--- config.mk ---
export PLATFORM = sky130hd
export DESIGN_NAME = irq_rst_line
export DESIGN_NICKNAME = d
export VERILOG_FILES = /design/src/rtl/irq_line_pkg.sv /design/src/rtl/irq_tick_div.sv /design/src/rtl/irq_line_filter.sv /design/src/rtl/irq_pulse_drv.sv /design/src/rtl/irq_low_timer.sv /design/src/rtl/irq_rst_line.sv
export SDC_FILE = /design/constraint.sdc
export NUM_CORES = 1
export LEC_CHECK = 0
export CORE_MARGIN = 5
export CORE_UTILIZATION = 67
export DETAILED_ROUTE_END_ITERATION = 6
export DONT_BUFFER_PORTS = 1
export PLACE_DENSITY = 0.92
export SKIP_LAST_GASP = 1
export SLEW_MARGIN = 5
export SYNTH_ARGS = -nofsm -noshare
export SYNTH_HDL_FRONTEND = slang
export SYNTH_SLANG_ARGS = --single-unit
export TNS_END_PERCENT = 30
--- constraint.sdc ---
create_clock -name clk -period 3.7 [get_ports clk]
set_clock_uncertainty 0.2 [all_clocks]
set_input_delay 0.185 -clock clk [delete_from_list [all_inputs] [get_ports clk]]
set_output_delay 0.185 -clock clk [all_outputs]
set_load 0.05 [all_outputs]
--- src/rtl/irq_line_pkg.sv ---
package irq_line_pkg;

  typedef enum logic [1:0] {
    PH_IDLE  = 2'd0,
    PH_DRIVE = 2'd1,
    PH_GUARD = 2'd2
  } drv_phase_e;

  typedef struct packed {
    logic is_rst;
    logic is_err;
  } low_verdict_t;

  function automatic low_verdict_t judge_low(input logic rst_reached,
                                             input logic past_int_max);
    low_verdict_t v;
    v.is_rst = rst_reached;
    v.is_err = !rst_reached && past_int_max;
    return v;
  endfunction

endpackage

--- src/rtl/irq_tick_div.sv ---
module irq_tick_div #(
  parameter int DIV = 4
) (
  input  logic clk,
  input  logic rst_n,
  input  logic clr,
  input  logic en,
  output logic tick
);
  localparam int W = (DIV > 1) ? $clog2(DIV) : 1;
  localparam logic [W-1:0] LAST = W'(DIV - 1);

  logic [W-1:0] cnt_q;

  generate
    if (DIV < 2) begin : g_bad_div
      $error("irq_tick_div: DIV must be at least 2");
    end
  endgenerate

  always_ff @(posedge clk) begin
    if (!rst_n || clr) begin
      cnt_q <= '0;
    end else if (en) begin
      cnt_q <= (cnt_q == LAST) ? '0 : cnt_q + 1'b1;
    end
  end

  assign tick = en && !clr && (cnt_q == LAST);

endmodule

--- src/rtl/irq_line_filter.sv ---
module irq_line_filter #(
  parameter int SYNC_STAGES = 2,
  parameter int FILT_LEN    = 3
) (
  input  logic clk,
  input  logic rst_n,
  input  logic line_in,
  output logic line_lo
);
  localparam int FW = $clog2(FILT_LEN);
  localparam logic [FW-1:0] RUN_LAST = FW'(FILT_LEN - 1);

  logic [SYNC_STAGES-1:0] sync_q;
  logic                   synced;
  logic                   level_q;
  logic [FW-1:0]          run_q;

  generate
    if (SYNC_STAGES < 2) begin : g_bad_sync
      $error("irq_line_filter: SYNC_STAGES must be at least 2");
    end
    if (FILT_LEN < 2) begin : g_bad_filt
      $error("irq_line_filter: FILT_LEN must be at least 2");
    end
  endgenerate

  always_ff @(posedge clk) begin
    if (!rst_n) sync_q <= '1;
    else        sync_q <= {sync_q[SYNC_STAGES-2:0], line_in};
  end

  assign synced = sync_q[SYNC_STAGES-1];

  always_ff @(posedge clk) begin
    if (!rst_n) begin
      level_q <= 1'b1;
      run_q   <= '0;
    end else if (synced == level_q) begin
      run_q <= '0;
    end else if (run_q == RUN_LAST) begin
      level_q <= synced;
      run_q   <= '0;
    end else begin
      run_q <= run_q + 1'b1;
    end
  end

  assign line_lo = ~level_q;

  AST_FILT_FOLLOWS: assert property (@(posedge clk) disable iff (!rst_n)
    (level_q != $past(level_q)) |-> ($past(synced) == level_q)) else $error("filter moved against input");

endmodule

--- src/rtl/irq_pulse_drv.sv ---
module irq_pulse_drv
  import irq_line_pkg::*;
#(
  parameter int CYC_PER_US   = 100,
  parameter int INT_PULSE_US = 20,
  parameter int INT_MIN_US   = 5,
  parameter int INT_MAX_US   = 50,
  parameter int GUARD_CYC    = 7
) (
  input  logic clk,
  input  logic rst_n,
  input  logic irq_req,
  input  logic line_lo,
  output logic line_oe,
  output logic mask
);
  localparam int PW      = $clog2(INT_PULSE_US);
  localparam int GW      = $clog2(GUARD_CYC);
  localparam int MIN_CYC = INT_MIN_US * CYC_PER_US;
  localparam int MAX_CYC = INT_MAX_US * CYC_PER_US;
  localparam int RW      = $clog2(MAX_CYC + 2);
  localparam logic [PW-1:0] PUL_LAST   = PW'(INT_PULSE_US - 1);
  localparam logic [GW-1:0] GUARD_LAST = GW'(GUARD_CYC - 1);

  drv_phase_e    phase_q;
  logic          pending_q;
  logic [PW-1:0] pul_us_q;
  logic [GW-1:0] guard_q;
  logic          us_tick;
  logic          want;

  irq_tick_div #(.DIV(CYC_PER_US)) u_us_div (
    .clk  (clk),
    .rst_n(rst_n),
    .clr  (phase_q != PH_DRIVE),
    .en   (1'b1),
    .tick (us_tick)
  );

  assign want = pending_q | irq_req;

  always_ff @(posedge clk) begin
    if (!rst_n) begin
      phase_q   <= PH_IDLE;
      pending_q <= 1'b0;
      pul_us_q  <= '0;
      guard_q   <= '0;
    end else begin
      case (phase_q)
        PH_IDLE: begin
          if (want && !line_lo) begin
            phase_q   <= PH_DRIVE;
            pul_us_q  <= '0;
            pending_q <= 1'b0;
          end else begin
            pending_q <= want;
          end
        end
        PH_DRIVE: begin
          pending_q <= want;
          if (us_tick) begin
            if (pul_us_q == PUL_LAST) begin
              phase_q <= PH_GUARD;
              guard_q <= '0;
            end else begin
              pul_us_q <= pul_us_q + 1'b1;
            end
          end
        end
        PH_GUARD: begin
          pending_q <= want;
          if (guard_q == GUARD_LAST) phase_q <= PH_IDLE;
          else                       guard_q <= guard_q + 1'b1;
        end
        default: phase_q <= PH_IDLE;
      endcase
    end
  end

  assign line_oe = (phase_q == PH_DRIVE);
  assign mask    = (phase_q != PH_IDLE);

  // Independent run-length watch on the drive enable, for the width checks.
  logic [RW-1:0] oe_run_q;
  always_ff @(posedge clk) begin
    if (!rst_n)                          oe_run_q <= '0;
    else if (!line_oe)                   oe_run_q <= '0;
    else if (oe_run_q != RW'(MAX_CYC+1)) oe_run_q <= oe_run_q + 1'b1;
  end

  AST_PULSE_MAX: assert property (@(posedge clk) disable iff (!rst_n)
    line_oe |-> (oe_run_q < RW'(MAX_CYC))) else $error("pulse too wide");
  AST_PULSE_MIN: assert property (@(posedge clk) disable iff (!rst_n)
    ($past(line_oe) && !line_oe) |-> (oe_run_q >= RW'(MIN_CYC))) else $error("pulse too narrow");
  AST_START_LINE_FREE: assert property (@(posedge clk) disable iff (!rst_n)
    $rose(line_oe) |-> !$past(line_lo)) else $error("drove into held line");
  AST_GUARD_AFTER_PULSE: assert property (@(posedge clk) disable iff (!rst_n)
    $fell(line_oe) |-> mask) else $error("mask dropped at release");

endmodule

--- src/rtl/irq_low_timer.sv ---
module irq_low_timer
  import irq_line_pkg::*;
#(
  parameter int CYC_PER_US = 100,
  parameter int US_PER_MS  = 1000,
  parameter int INT_MAX_US = 50,
  parameter int RST_MIN_MS = 25
) (
  input  logic clk,
  input  logic rst_n,
  input  logic line_lo,
  input  logic mask,
  output logic rst_pulse,
  output logic err_pulse
);
  localparam int UW = $clog2(INT_MAX_US + 2);
  localparam int MW = $clog2(RST_MIN_MS + 1);
  localparam logic [UW-1:0] US_SAT = UW'(INT_MAX_US + 1);
  localparam logic [MW-1:0] MS_SAT = MW'(RST_MIN_MS);

  logic          active_q;
  logic          us_tick, ms_tick;
  logic [UW-1:0] us_cnt_q;
  logic [MW-1:0] ms_cnt_q;
  low_verdict_t  verdict;

  irq_tick_div #(.DIV(CYC_PER_US)) u_us_div (
    .clk  (clk),
    .rst_n(rst_n),
    .clr  (!active_q),
    .en   (active_q),
    .tick (us_tick)
  );

  irq_tick_div #(.DIV(US_PER_MS)) u_ms_div (
    .clk  (clk),
    .rst_n(rst_n),
    .clr  (!active_q),
    .en   (us_tick),
    .tick (ms_tick)
  );

  always_ff @(posedge clk) begin
    if (!rst_n || !active_q) begin
      us_cnt_q <= '0;
      ms_cnt_q <= '0;
    end else begin
      if (us_tick && us_cnt_q != US_SAT) us_cnt_q <= us_cnt_q + 1'b1;
      if (ms_tick && ms_cnt_q != MS_SAT) ms_cnt_q <= ms_cnt_q + 1'b1;
    end
  end

  assign verdict = judge_low(ms_cnt_q == MS_SAT, us_cnt_q == US_SAT);

  always_ff @(posedge clk) begin
    if (!rst_n) begin
      active_q  <= 1'b0;
      rst_pulse <= 1'b0;
      err_pulse <= 1'b0;
    end else begin
      rst_pulse <= 1'b0;
      err_pulse <= 1'b0;
      if (mask) begin
        active_q <= 1'b0;
      end else if (!active_q) begin
        active_q <= line_lo;
      end else if (!line_lo) begin
        active_q  <= 1'b0;
        rst_pulse <= verdict.is_rst;
        err_pulse <= verdict.is_err;
      end
    end
  end

  AST_VERDICT_EXCL: assert property (@(posedge clk) disable iff (!rst_n)
    !(rst_pulse && err_pulse)) else $error("both verdicts");
  AST_RST_SINGLE: assert property (@(posedge clk) disable iff (!rst_n)
    rst_pulse |=> !rst_pulse) else $error("reset pulse stretched");
  AST_ERR_SINGLE: assert property (@(posedge clk) disable iff (!rst_n)
    err_pulse |=> !err_pulse) else $error("error pulse stretched");
  AST_MASK_QUIET: assert property (@(posedge clk) disable iff (!rst_n)
    mask |=> !(rst_pulse || err_pulse)) else $error("own pulse classified");

endmodule

--- src/rtl/irq_rst_line.sv ---
module irq_rst_line #(
  parameter int CYC_PER_US   = 100,
  parameter int US_PER_MS    = 1000,
  parameter int INT_PULSE_US = 20,
  parameter int INT_MIN_US   = 5,
  parameter int INT_MAX_US   = 50,
  parameter int RST_MIN_MS   = 25,
  parameter int SYNC_STAGES  = 2,
  parameter int FILT_LEN     = 3
) (
  input  logic clk,
  input  logic rst_n,
  input  logic irq_req,
  input  logic line_in,
  output logic line_oe,
  output logic rst_pulse,
  output logic err_pulse
);
  localparam int GUARD_CYC = SYNC_STAGES + FILT_LEN + 2;

  // legal interrupt width and ordered thresholds.
  generate
    if (!(INT_MIN_US < INT_PULSE_US && INT_PULSE_US < INT_MAX_US)) begin : g_bad_pulse
      $error("irq_rst_line: INT_PULSE_US outside the interrupt window");
    end
    if (RST_MIN_MS * US_PER_MS <= INT_MAX_US) begin : g_bad_rst
      $error("irq_rst_line: reset threshold not above interrupt maximum");
    end
  endgenerate

  logic line_lo;
  logic mask;

  irq_line_filter #(
    .SYNC_STAGES(SYNC_STAGES),
    .FILT_LEN   (FILT_LEN)
  ) u_filter (
    .clk    (clk),
    .rst_n  (rst_n),
    .line_in(line_in),
    .line_lo(line_lo)
  );

  irq_pulse_drv #(
    .CYC_PER_US  (CYC_PER_US),
    .INT_PULSE_US(INT_PULSE_US),
    .INT_MIN_US  (INT_MIN_US),
    .INT_MAX_US  (INT_MAX_US),
    .GUARD_CYC   (GUARD_CYC)
  ) u_drv (
    .clk    (clk),
    .rst_n  (rst_n),
    .irq_req(irq_req),
    .line_lo(line_lo),
    .line_oe(line_oe),
    .mask   (mask)
  );

  irq_low_timer #(
    .CYC_PER_US(CYC_PER_US),
    .US_PER_MS (US_PER_MS),
    .INT_MAX_US(INT_MAX_US),
    .RST_MIN_MS(RST_MIN_MS)
  ) u_timer (
    .clk      (clk),
    .rst_n    (rst_n),
    .line_lo  (line_lo),
    .mask     (mask),
    .rst_pulse(rst_pulse),
    .err_pulse(err_pulse)
  );

  AST_NO_DRIVE_IN_RESET: assert property (@(posedge clk)
    !rst_n |=> !line_oe) else $error("drive out of reset");

endmodule

=== Word-level counts from Yosys, hierarchy flattened ===
Index checks and enable logic that the tools add are counted.

* Add/subtract/negate cells: 8
* Equality and inequality tests: 20
* Multiplexer cells: 19
* Bitwise gates (word level): 5
* Reduce and logical (&&, ||, !) cells: 28

{| class="wikitable"
|+ Operators with widths
! cell !! number
|-
| $mux W5 || 3
|-
| $add A7 B1 Y7 const B || 2
|-
| $eq A7 B7 Y1 const B || 2
|-
| $reduce_and A4 Y1 || 3
|-
| $add A10 B1 Y10 const B || 1
|-
| $add A5 B1 Y5 const B || 2
|-
| $eq A10 B10 Y1 const B || 1
|-
| $eq A5 B5 Y1 const B || 2
|-
| $mux W10 || 1
|-
| $ne A2 B1 Y1 const B || 5
|-
| $pmux W5 S2 || 1
|-
| $mux W3 || 3
|-
| $logic_and A1 B1 Y1 || 8
|-
| $mux W2 || 4
|-
| $reduce_bool A2 Y1 || 4
|-
| $mux W7 || 1
|-
| $add A6 B1 Y6 const B || 1
|-
| $eq A6 B6 Y1 const B || 1
|-
| $ne A6 B6 Y1 const B || 1
|-
| $pmux W2 S3 || 1
|-
| $pmux W3 S2 || 1
|-
| $reduce_or A2 Y1 || 3
|-
| $ne A5 B5 Y1 const B || 1
|-
| $eq A2 B2 Y1 const B || 2
|-
| 16 further kinds || 26
|}

* Flip-flop bits (word level): 54
* Input port bits: 4
* Logic and storage cells: 95

=== Depth between registers and ports, before layout ===
Gate-level depths: netlist of the first run.

* Depth in word-level cells: 5
* Mapped depth: 8
* Depth with buffers taken out: 6

=== By module ===
From an unflattened synthesis of the first run, not the netlist that was laid out.

* Cells, all modules: 286
* Area, all modules: 2603.7 um2

{| class="wikitable"
|+ Modules (own cells, without submodules)
! module !! times used !! cells an instance !! area each (um2) !! seq. area each (um2)
|-
| irq_pulse_drv || 1 || 80 || 693.2 || 220.2
|-
| irq_tick_div at u_drv.u_us_div ... || 2 || 35 || 317.8 || 140.1
|-
| irq_low_timer || 1 || 67 || 616.8 || 280.3
|-
| irq_tick_div at u_timer.u_ms_div || 1 || 54 || 488.0 || 200.2
|-
| irq_line_filter || 1 || 15 || 170.2 || 100.1
|}

=== Worst setup path after synthesis of the first run ===
No wires, ideal clock.

* Kind: flip-flop to flip-flop
* Start point: register u_drv.phase_q[1]
* End point: register u_drv.pul_us_q[0]
* Setup time: 0.072 ns
* Data arrival time: 1.880 ns
* Data required time: 3.428 ns
* Path slack: 1.548 ns
* Cell stages (with the launch flop): 7
* Path through: dfxtp_1 inv_1 ha_1 clkbuf_1 nand4_1 a21oi_1 mux2i_1

{| class="wikitable"
|+ RTL lines
! item !! line !! RTL
|-
| start: declaration || irq_pulse_drv.sv:25 || <nowiki>drv_phase_e phase_q;</nowiki>
|-
| start signal: assignment || irq_pulse_drv.sv:44 || <nowiki>phase_q <= PH_IDLE;</nowiki>
|-
| start signal: assignment || irq_pulse_drv.sv:52 || <nowiki>phase_q <= PH_DRIVE;</nowiki>
|-
| start signal: assignment || irq_pulse_drv.sv:63 || <nowiki>phase_q <= PH_GUARD;</nowiki>
|-
| $eq A2 B1 Y1 * || -- ||
|-
| named net line_oe || irq_rst_line.sv:15 || <nowiki>output logic line_oe,</nowiki>
|-
| $ne A2 B2 Y1 (no source line) (tied with other cells) || -- ||
|-
| $reduce_and A4 Y1 (no source line) || -- ||
|-
| end signal: assignment || irq_pulse_drv.sv:66 || <nowiki>pul_us_q <= pul_us_q + 1'b1;</nowiki>
|-
| end: declaration || irq_pulse_drv.sv:27 || <nowiki>logic [PW-1:0] pul_us_q;</nowiki>
|}

The timed path passes the listed nets; every way through them passes the cells marked *.
A chain may end at the register's enable or synchronous reset.

=== Final worst setup path of the first run ===
* Start point: register u_drv.phase_q[1]
* End point: register u_drv.pul_us_q[2]

Same word-level chain as after synthesis.

==> results of run 1 <==
stage by stage:
| stage | power (uW) | worst slack [ns] | area [sq um] | utilization, % | hold WS, ns |
|---|---|---|---|---|---|
| floorplan | 818 | 1.55 | 2620 | - | 0.0865 |
| global placement | 846 | 1.50 | 2630 | 70.7 | 0.0512 |
| detailed placement | 856 | 1.41 | 2630 | 70.7 | 0.0531 |
| CTS | 1190 | 1.39 | 2750 | 73.9 | 0.0146 |
| global route | 1250 | 1.24 | 2750 | 73.9 | 0.0400 |
| finish | 1180 | 1.40 | 2750 | 73.9 | 0.0165 |
cells in the mapped netlist (2+ instances only):
library cell and instances:
dfxtp_1 54, nand2_1 25, nor2_1 25, a21oi_1 19, nand3_1 16, ha_1 15
nand4_1 12, inv_1 10, o21ai_0 10, and3_1 8, xor2_1 8, or4_1 7
nand2b_1 6, o31ai_1 6, or3_1 6, xnor2_1 6, clkbuf_1 5, mux2i_1 5
a311oi_1 3, and2_1 3, and4_1 3, nor3_1 3, a211oi_1 2, a31oi_1 2
a41oi_1 2, buf_6 2, nand3b_1 2, nor2b_1 2, o22ai_1 2
final cells by class:
class | instances | area (sq um) | area share, %
inverters | 10 | 37.5 | 1.37
repair buffers | 3 | 30.0 | 1.09
flip-flops and latches | 54 | 1080 | 39.3
well taps | 48 | 60.1 | 2.19
clock buffers | 7 | 86.3 | 3.14
multi-input cells | 217 | 1450 | 52.7
clock inverters | 1 | 5.00 | 0.182
worst max-delay path: stages (launching register included):
cell and delay (ns):
dfxtp_1 0.35, inv_1 0.10, ha_1 0.77, and4_1 0.36
a41oi_1 0.13, a311oi_1 0.30
path summary, 6_finish.rpt:
kind | slack, ns | depth (start not counted) | start | to
hold / removal | 0.02 | 2 | rst_n | u_drv.u_us_div.cnt_q[1]
setup / recovery | 1.40 | 5 | u_drv.phase_q[1] | u_drv.pul_us_q[2]
setup reg to reg | 1.40 | 5 | u_drv.phase_q[1] | u_drv.pul_us_q[2]
hold reg to reg | 0.22 | 1 | u_filter.run_q[0] | u_filter.run_q[0]
per-layer routing:
metal | up-vias | global-route usage, % | wire length [um]
li1 | 1059 | - | -
met1 | 998 | 23.8 | 2110
met2 | 34 | 37.9 | 2580
met5 | - | 0 | 0
met4 | 0 | 8.40 | 75
met3 | 8 | 4.02 | 153
logic make-up (layout without fill, tap and decap cells):
group                    count (synthesis)  count (layout)
multiplexers                             5               5
flip-flops                              54              54
XOR/XNOR                                14              14
AND/OR/NAND/NOR                        129             129
AO/OA/AOI/OAI                           54              54
buffers and inverters                   20              21
adder cells (fa/ha/maj)                 15              15
timing repair:
item | 4_1_cts | 5_1_grt
endpoints found under the hold margin | 15 | 0
buffers inserted | 0 | 0
endpoints found under the setup margin | 0 | 0
hold buffers | 3 | 0
state kept, by name, indices dropped and copies added (netlist names):
| register | cells |
|---|---|
| u_drv.guard_q | 3 |
| u_drv.pending_q | 1 |
| u_drv.phase_q | 2 |
| u_drv.pul_us_q | 5 |
| u_drv.u_us_div.cnt_q | 7 |
| u_filter.level_q | 1 |
| u_filter.run_q | 2 |
| u_filter.sync_q | 2 |
| u_timer.active_q | 1 |
| u_timer.err_pulse | 1 |
| u_timer.ms_cnt_q | 5 |
| u_timer.rst_pulse | 1 |
| u_timer.u_ms_div.cnt_q | 10 |
| u_timer.u_us_div.cnt_q | 7 |
| u_timer.us_cnt_q | 6 |
power by group through the flow:
stage	Combinational [uW]	Sequential [uW]	Clock, uW
finish	233	615	333
global route	259	620	367
CTS	234	616	336
detailed placement	226	629	0
global placement	218	627	0
floorplan	193	625	0
==> reports/summary.txt, run 1 <==
run status -> completed
fillers -> 288
fin crit period -> 2.30 ns
final setup TNS -> 0 ns
final net count -> 310
post-route insts no fill -> 340
Num CTS Buffers -> 5
largest net degree at the start of global routing -> 25
clock network power share -> 28.2%
die area -> 0.00526 sq mm
RSZ-0062 raised after global routing -> no
most frequent cells in the layout -> 54 x dfxtp_1, 25 x nand2_1, 25 x nor2_1, 19 x a21oi_1, 16 x nand3_1
top cells by area, synth -> dfxtp_1 41%, ha_1 7.2%, a21oi_1 3.6%
post-synth top area share -> 41.2%
max-cap violation count -> 0
Syn. warnings -> 0
complex-gate fraction of the synthesized area -> 13.3%
CTS max path bufs -> 2
H-tree Lvls -> 2
Tot GR Track Use -> 20.9%
Worst Setup End Kind -> register
Core Box Area -> 0.00372 sq mm
vias in the first global route -> 2044
internal power -> 839 uW
Reg power frac -> 52.1%
switching power -> 343 uW
DR WL/cell -> 14.5 um
vias post-DR -> 2099
number of failing hold endpoints at the final stage -> 0
wirelength, routed -> 4910 um
dpl hpwl -> 3600 um
Most used DFF post-synth -> dfxtp_1
worst skew pair latency -> 0.31 ns
First DRT Iteration DRCs -> 155
Final Cycle Share -> 62.2%
Post-Synth Adder-Cell Area -> 7.16%
Die W -> 72.6 um
worst hold path class -> in -> reg
Post-route DRC -> 0
CTS resizes -> 0
Die Ht -> 72.6 um
first-pass GRT wire length -> 8850 um
worst vdd ir -> 0.000418 V
relative slew slack -> 38.9%
combinational share of power -> 19.7%
Max Transition Viols Final -> 0
most common cell after layout, fill and taps aside -> dfxtp_1
simple-gate share of the synthesized area -> 28.2%
Clk Tree Root Cell -> clkbuf_8
# diodes -> 0
Max Clock Freq -> 434 MHz
area grow syn2layout -> 4.82%
Num Clock Sinks -> 54
PD cells -> 430 mW/mm^2
post-synthesis cell type count -> 51
Worst EP arrival -> 2.32 ns
Reg clk slew, reported paths -> 0.09 ns
Initial Utilization -> 70.5%
asr flop ratio synth -> 0%
syn_nets -> 310
XOR/XNOR Fraction of Synth Area -> 4.68%
IO Port Bufs -> 0
Pre-Repair DR Iteration Count -> 4
CTS tree -> yes
Detail Route Antenna Nets -> 0
Post-Syn Instances -> 291
startpoint types -> register
Syn Std Cell Area -> 0.00262 sq mm
GPL Wtd Cong -> 0.821
share of cells above drive strength 1 -> 4.11%
crit-path max FO -> 13
Post-synth EDFFs -> 0
Setup CP Type -> reg -> reg
Sw Share -> 29.0%
mux share of post-synthesis cell area -> 1.91%
top cell type by total area after synthesis -> dfxtp_1
leakage power -> 0.000905 uW
sequential share of the synthesized area -> 41.2%
Via density -> 6.17
IO Count -> 7
standard-cell rows -> 22
final setup vio count -> 0
actual slew at the worst max-slew pin -> 0.917 ns
#FFs+latches synth -> 54
syn_area_per_cell -> 9.01 sq um
DP Cell Count -> 329
WP data required -> 3.72 ns
largest family of logic cells by synthesized area -> simple AND/OR/NAND/NOR gates
Remaining Overflow, GRT -> 0
antenna violations before repair -> 0
No activity file was read; power rests on OpenSTA's default activity.
==> run 2, diff against run 1 <==
- CORE_UTILIZATION: 67 -> 62
- PLACE_DENSITY: 0.92 -> 0.87
- clock period: 3.7 -> 2.35 ns (I/O delays scaled with it)
==> run 2 against run 1 <==
Effect of this change:
- count of clock-buffer cells in the layout shrank 1
- critical path depth unchanged
- global-route usage shrank 0.73 points
- via count rose by 1.4%
- power increased by 79%
- setup slack worse by 1.1 ns
- first-iteration DRC count down 14%
- non-clock buffer count up 6
- clock power grew 130%
- register-to-register slack got worse by 1.1 ns
- design area rose by 3.6%
- largest cell class unchanged
==> reports/summary.txt, run 2 (synthesized netlist as in run 1, its figures left out) <==
Die W -> 75.0 um
combinational share of power -> 18.5%
most common cell after layout, fill and taps aside -> dfxtp_1
First DRT Iteration DRCs -> 134
run status -> completed
PD cells -> 742 mW/mm^2
antenna violations before repair -> 0
Reg with most FFs -> u_timer.u_ms_div.cnt_q
# diodes -> 0
CTS resizes -> 0
Reg-to-Reg Start -> u_timer.u_us_div.cnt_q[0]
Num CTS Buffers -> 5
WP data required -> 2.40 ns
Max Transition Viols Final -> 0
most frequent cells in the layout -> 54 x dfxtp_1, 25 x nand2_1, 25 x nor2_1, 19 x a21oi_1, 16 x nand3_1
GR peak layer -> met2
final net count -> 316
largest net degree at the start of global routing -> 25
Pre-Repair DR Iteration Count -> 4
IO Count -> 7
placed cell areas -> 0.00267 sq mm
GPL Wtd Cong -> 1.01
Reg power frac -> 45.9%
Remaining Overflow, GRT -> 0
RSZ-0062 raised after global routing -> no
standard-cell rows -> 23
top flop regs -> u_timer.u_ms_div.cnt_q x10, u_drv.u_us_div.cnt_q x7, u_timer.u_us_div.cnt_q x7
share of cells above drive strength 1 -> 6.38%
H-tree Lvls -> 2
met1 usage -> 24.2%
Sw Share -> 26.5%
Worst EP arrival -> 2.07 ns
Largest stage delay, worst path -> 0.55 ns
Num Clock Sinks -> 54
worst hold slack -> 0.0153 ns
IO Port Bufs -> 0
crit path launch -> u_timer.u_us_div.cnt_q[0]
Post-route DRC -> 0
Setup CP Type -> reg -> reg
crit-path max FO -> 24
vias post-DR -> 2129
Max Clock Freq -> 495 MHz
Die Ht -> 75.0 um
actual slew at the worst max-slew pin -> 0.695 ns
area grow syn2layout -> 8.59%
die area -> 0.00563 sq mm
Final Power -> 2110 uW
Worst Setup End Kind -> register
fin crit period -> 2.02 ns
worst vdd ir -> 0.000614 V
fillers -> 296
CP max-delay cell -> or4_1
Final Cycle Share -> 86.0%
Clk Tree Root Cell -> clkbuf_8
DR WL/cell -> 14.6 um
CTS max path bufs -> 2
startpoint types -> register
max reg flops -> 10
met3 Usage GRT -> 5.34%
post-CTS setup buffers -> 0
vias in the first global route -> 2007
Hold Path Origin -> rst_n
Detail Route Antenna Nets -> 0
number of failing hold endpoints at the final stage -> 0
wirelength, routed -> 5080 um
crit-path cells -> ha_1 -> and4bb_1 -> nand3_4 -> or4_1 -> a21oi_1
max-cap violation count -> 0
final setup TNS -> 0 ns
dpl hpwl -> 3530 um
Core Box Area -> 0.00406 sq mm
clock network power share -> 35.5%
worst hold path class -> in -> reg
Final Core Density -> 70.2%
Initial Utilization -> 64.6%
CTS tree -> yes
relative slew slack -> 53.5%
Tot GR Track Use -> 20.2%
internal power -> 1550 uW
worst skew pair latency -> 0.31 ns
leakage power -> 0.000959 uW
switching power -> 559 uW
GR met2 Demand/Resource -> 35.1%
final instance area -> 0.00285 sq mm
final setup vio count -> 0
Reg clk slew, reported paths -> 0.10 ns
first-pass GRT wire length -> 8800 um
Via density -> 6.12
run 2: per-stage QoR:
stage               cells  setup slack [ns]
global route          348             0.195
global placement      337             0.403
finish                348             0.330
CTS                   348             0.342
detailed placement    337             0.355
floorplan             291             0.198
run 2: power groups by stage:
stage	Clock [uW]	Combinational [uW]	Sequential (uW)
6_report	750	392	970
5_1_grt	807	427	975
4_1_cts	767	388	970
3_5_place_dp	0	373	991
3_3_place_gp	0	364	988
2_1_floorplan	0	304	984
run 2: critical path, delay by kind of cell, from the launching register on:
| kind | cells | cell delay (ns) |
|---|---|---|
| AOI/OAI and AO/OA | 1 | 0.15 |
| adders and majority gates | 1 | 0.19 |
| DFF | 1 | 0.37 |
| and+or+nand+nor | 3 | 1.05 |
run 2: final cells by class:
type | count | area, sq um | share of cell area, %
clock buffers | 6 | 82.6 | 2.90
clock inverters | 2 | 60.1 | 2.11
inverters | 10 | 37.5 | 1.32
multi-input cells | 217 | 1450 | 50.9
flip-flops and latches | 54 | 1080 | 38.0
well taps | 50 | 62.6 | 2.20
repair buffers | 9 | 75.1 | 2.64
run 2: final timing paths:
check,endpoint,slack (ns),cells after the start
worst max-delay path,u_timer.us_cnt_q[5],0.33,5
worst min-delay path,u_timer.ms_cnt_q[3],0.02,3
worst min register to register,u_filter.run_q[0],0.22,1
worst max register to register,u_timer.us_cnt_q[5],0.33,5
run 2: timing repair:
action                                 4_1_cts  5_1_grt
hold buffers                                 3        0
setup endpoints to repair                    0        0
endpoints found under the hold margin       32        0
run 2: layer usage:
metal / part of all wire [%] / vias to the layer above
met5: 0 / -
met4: 1.7 / 0
met3: 2.8 / 11
met2: 50 / 33
met1: 45 / 1010
li1: - / 1075
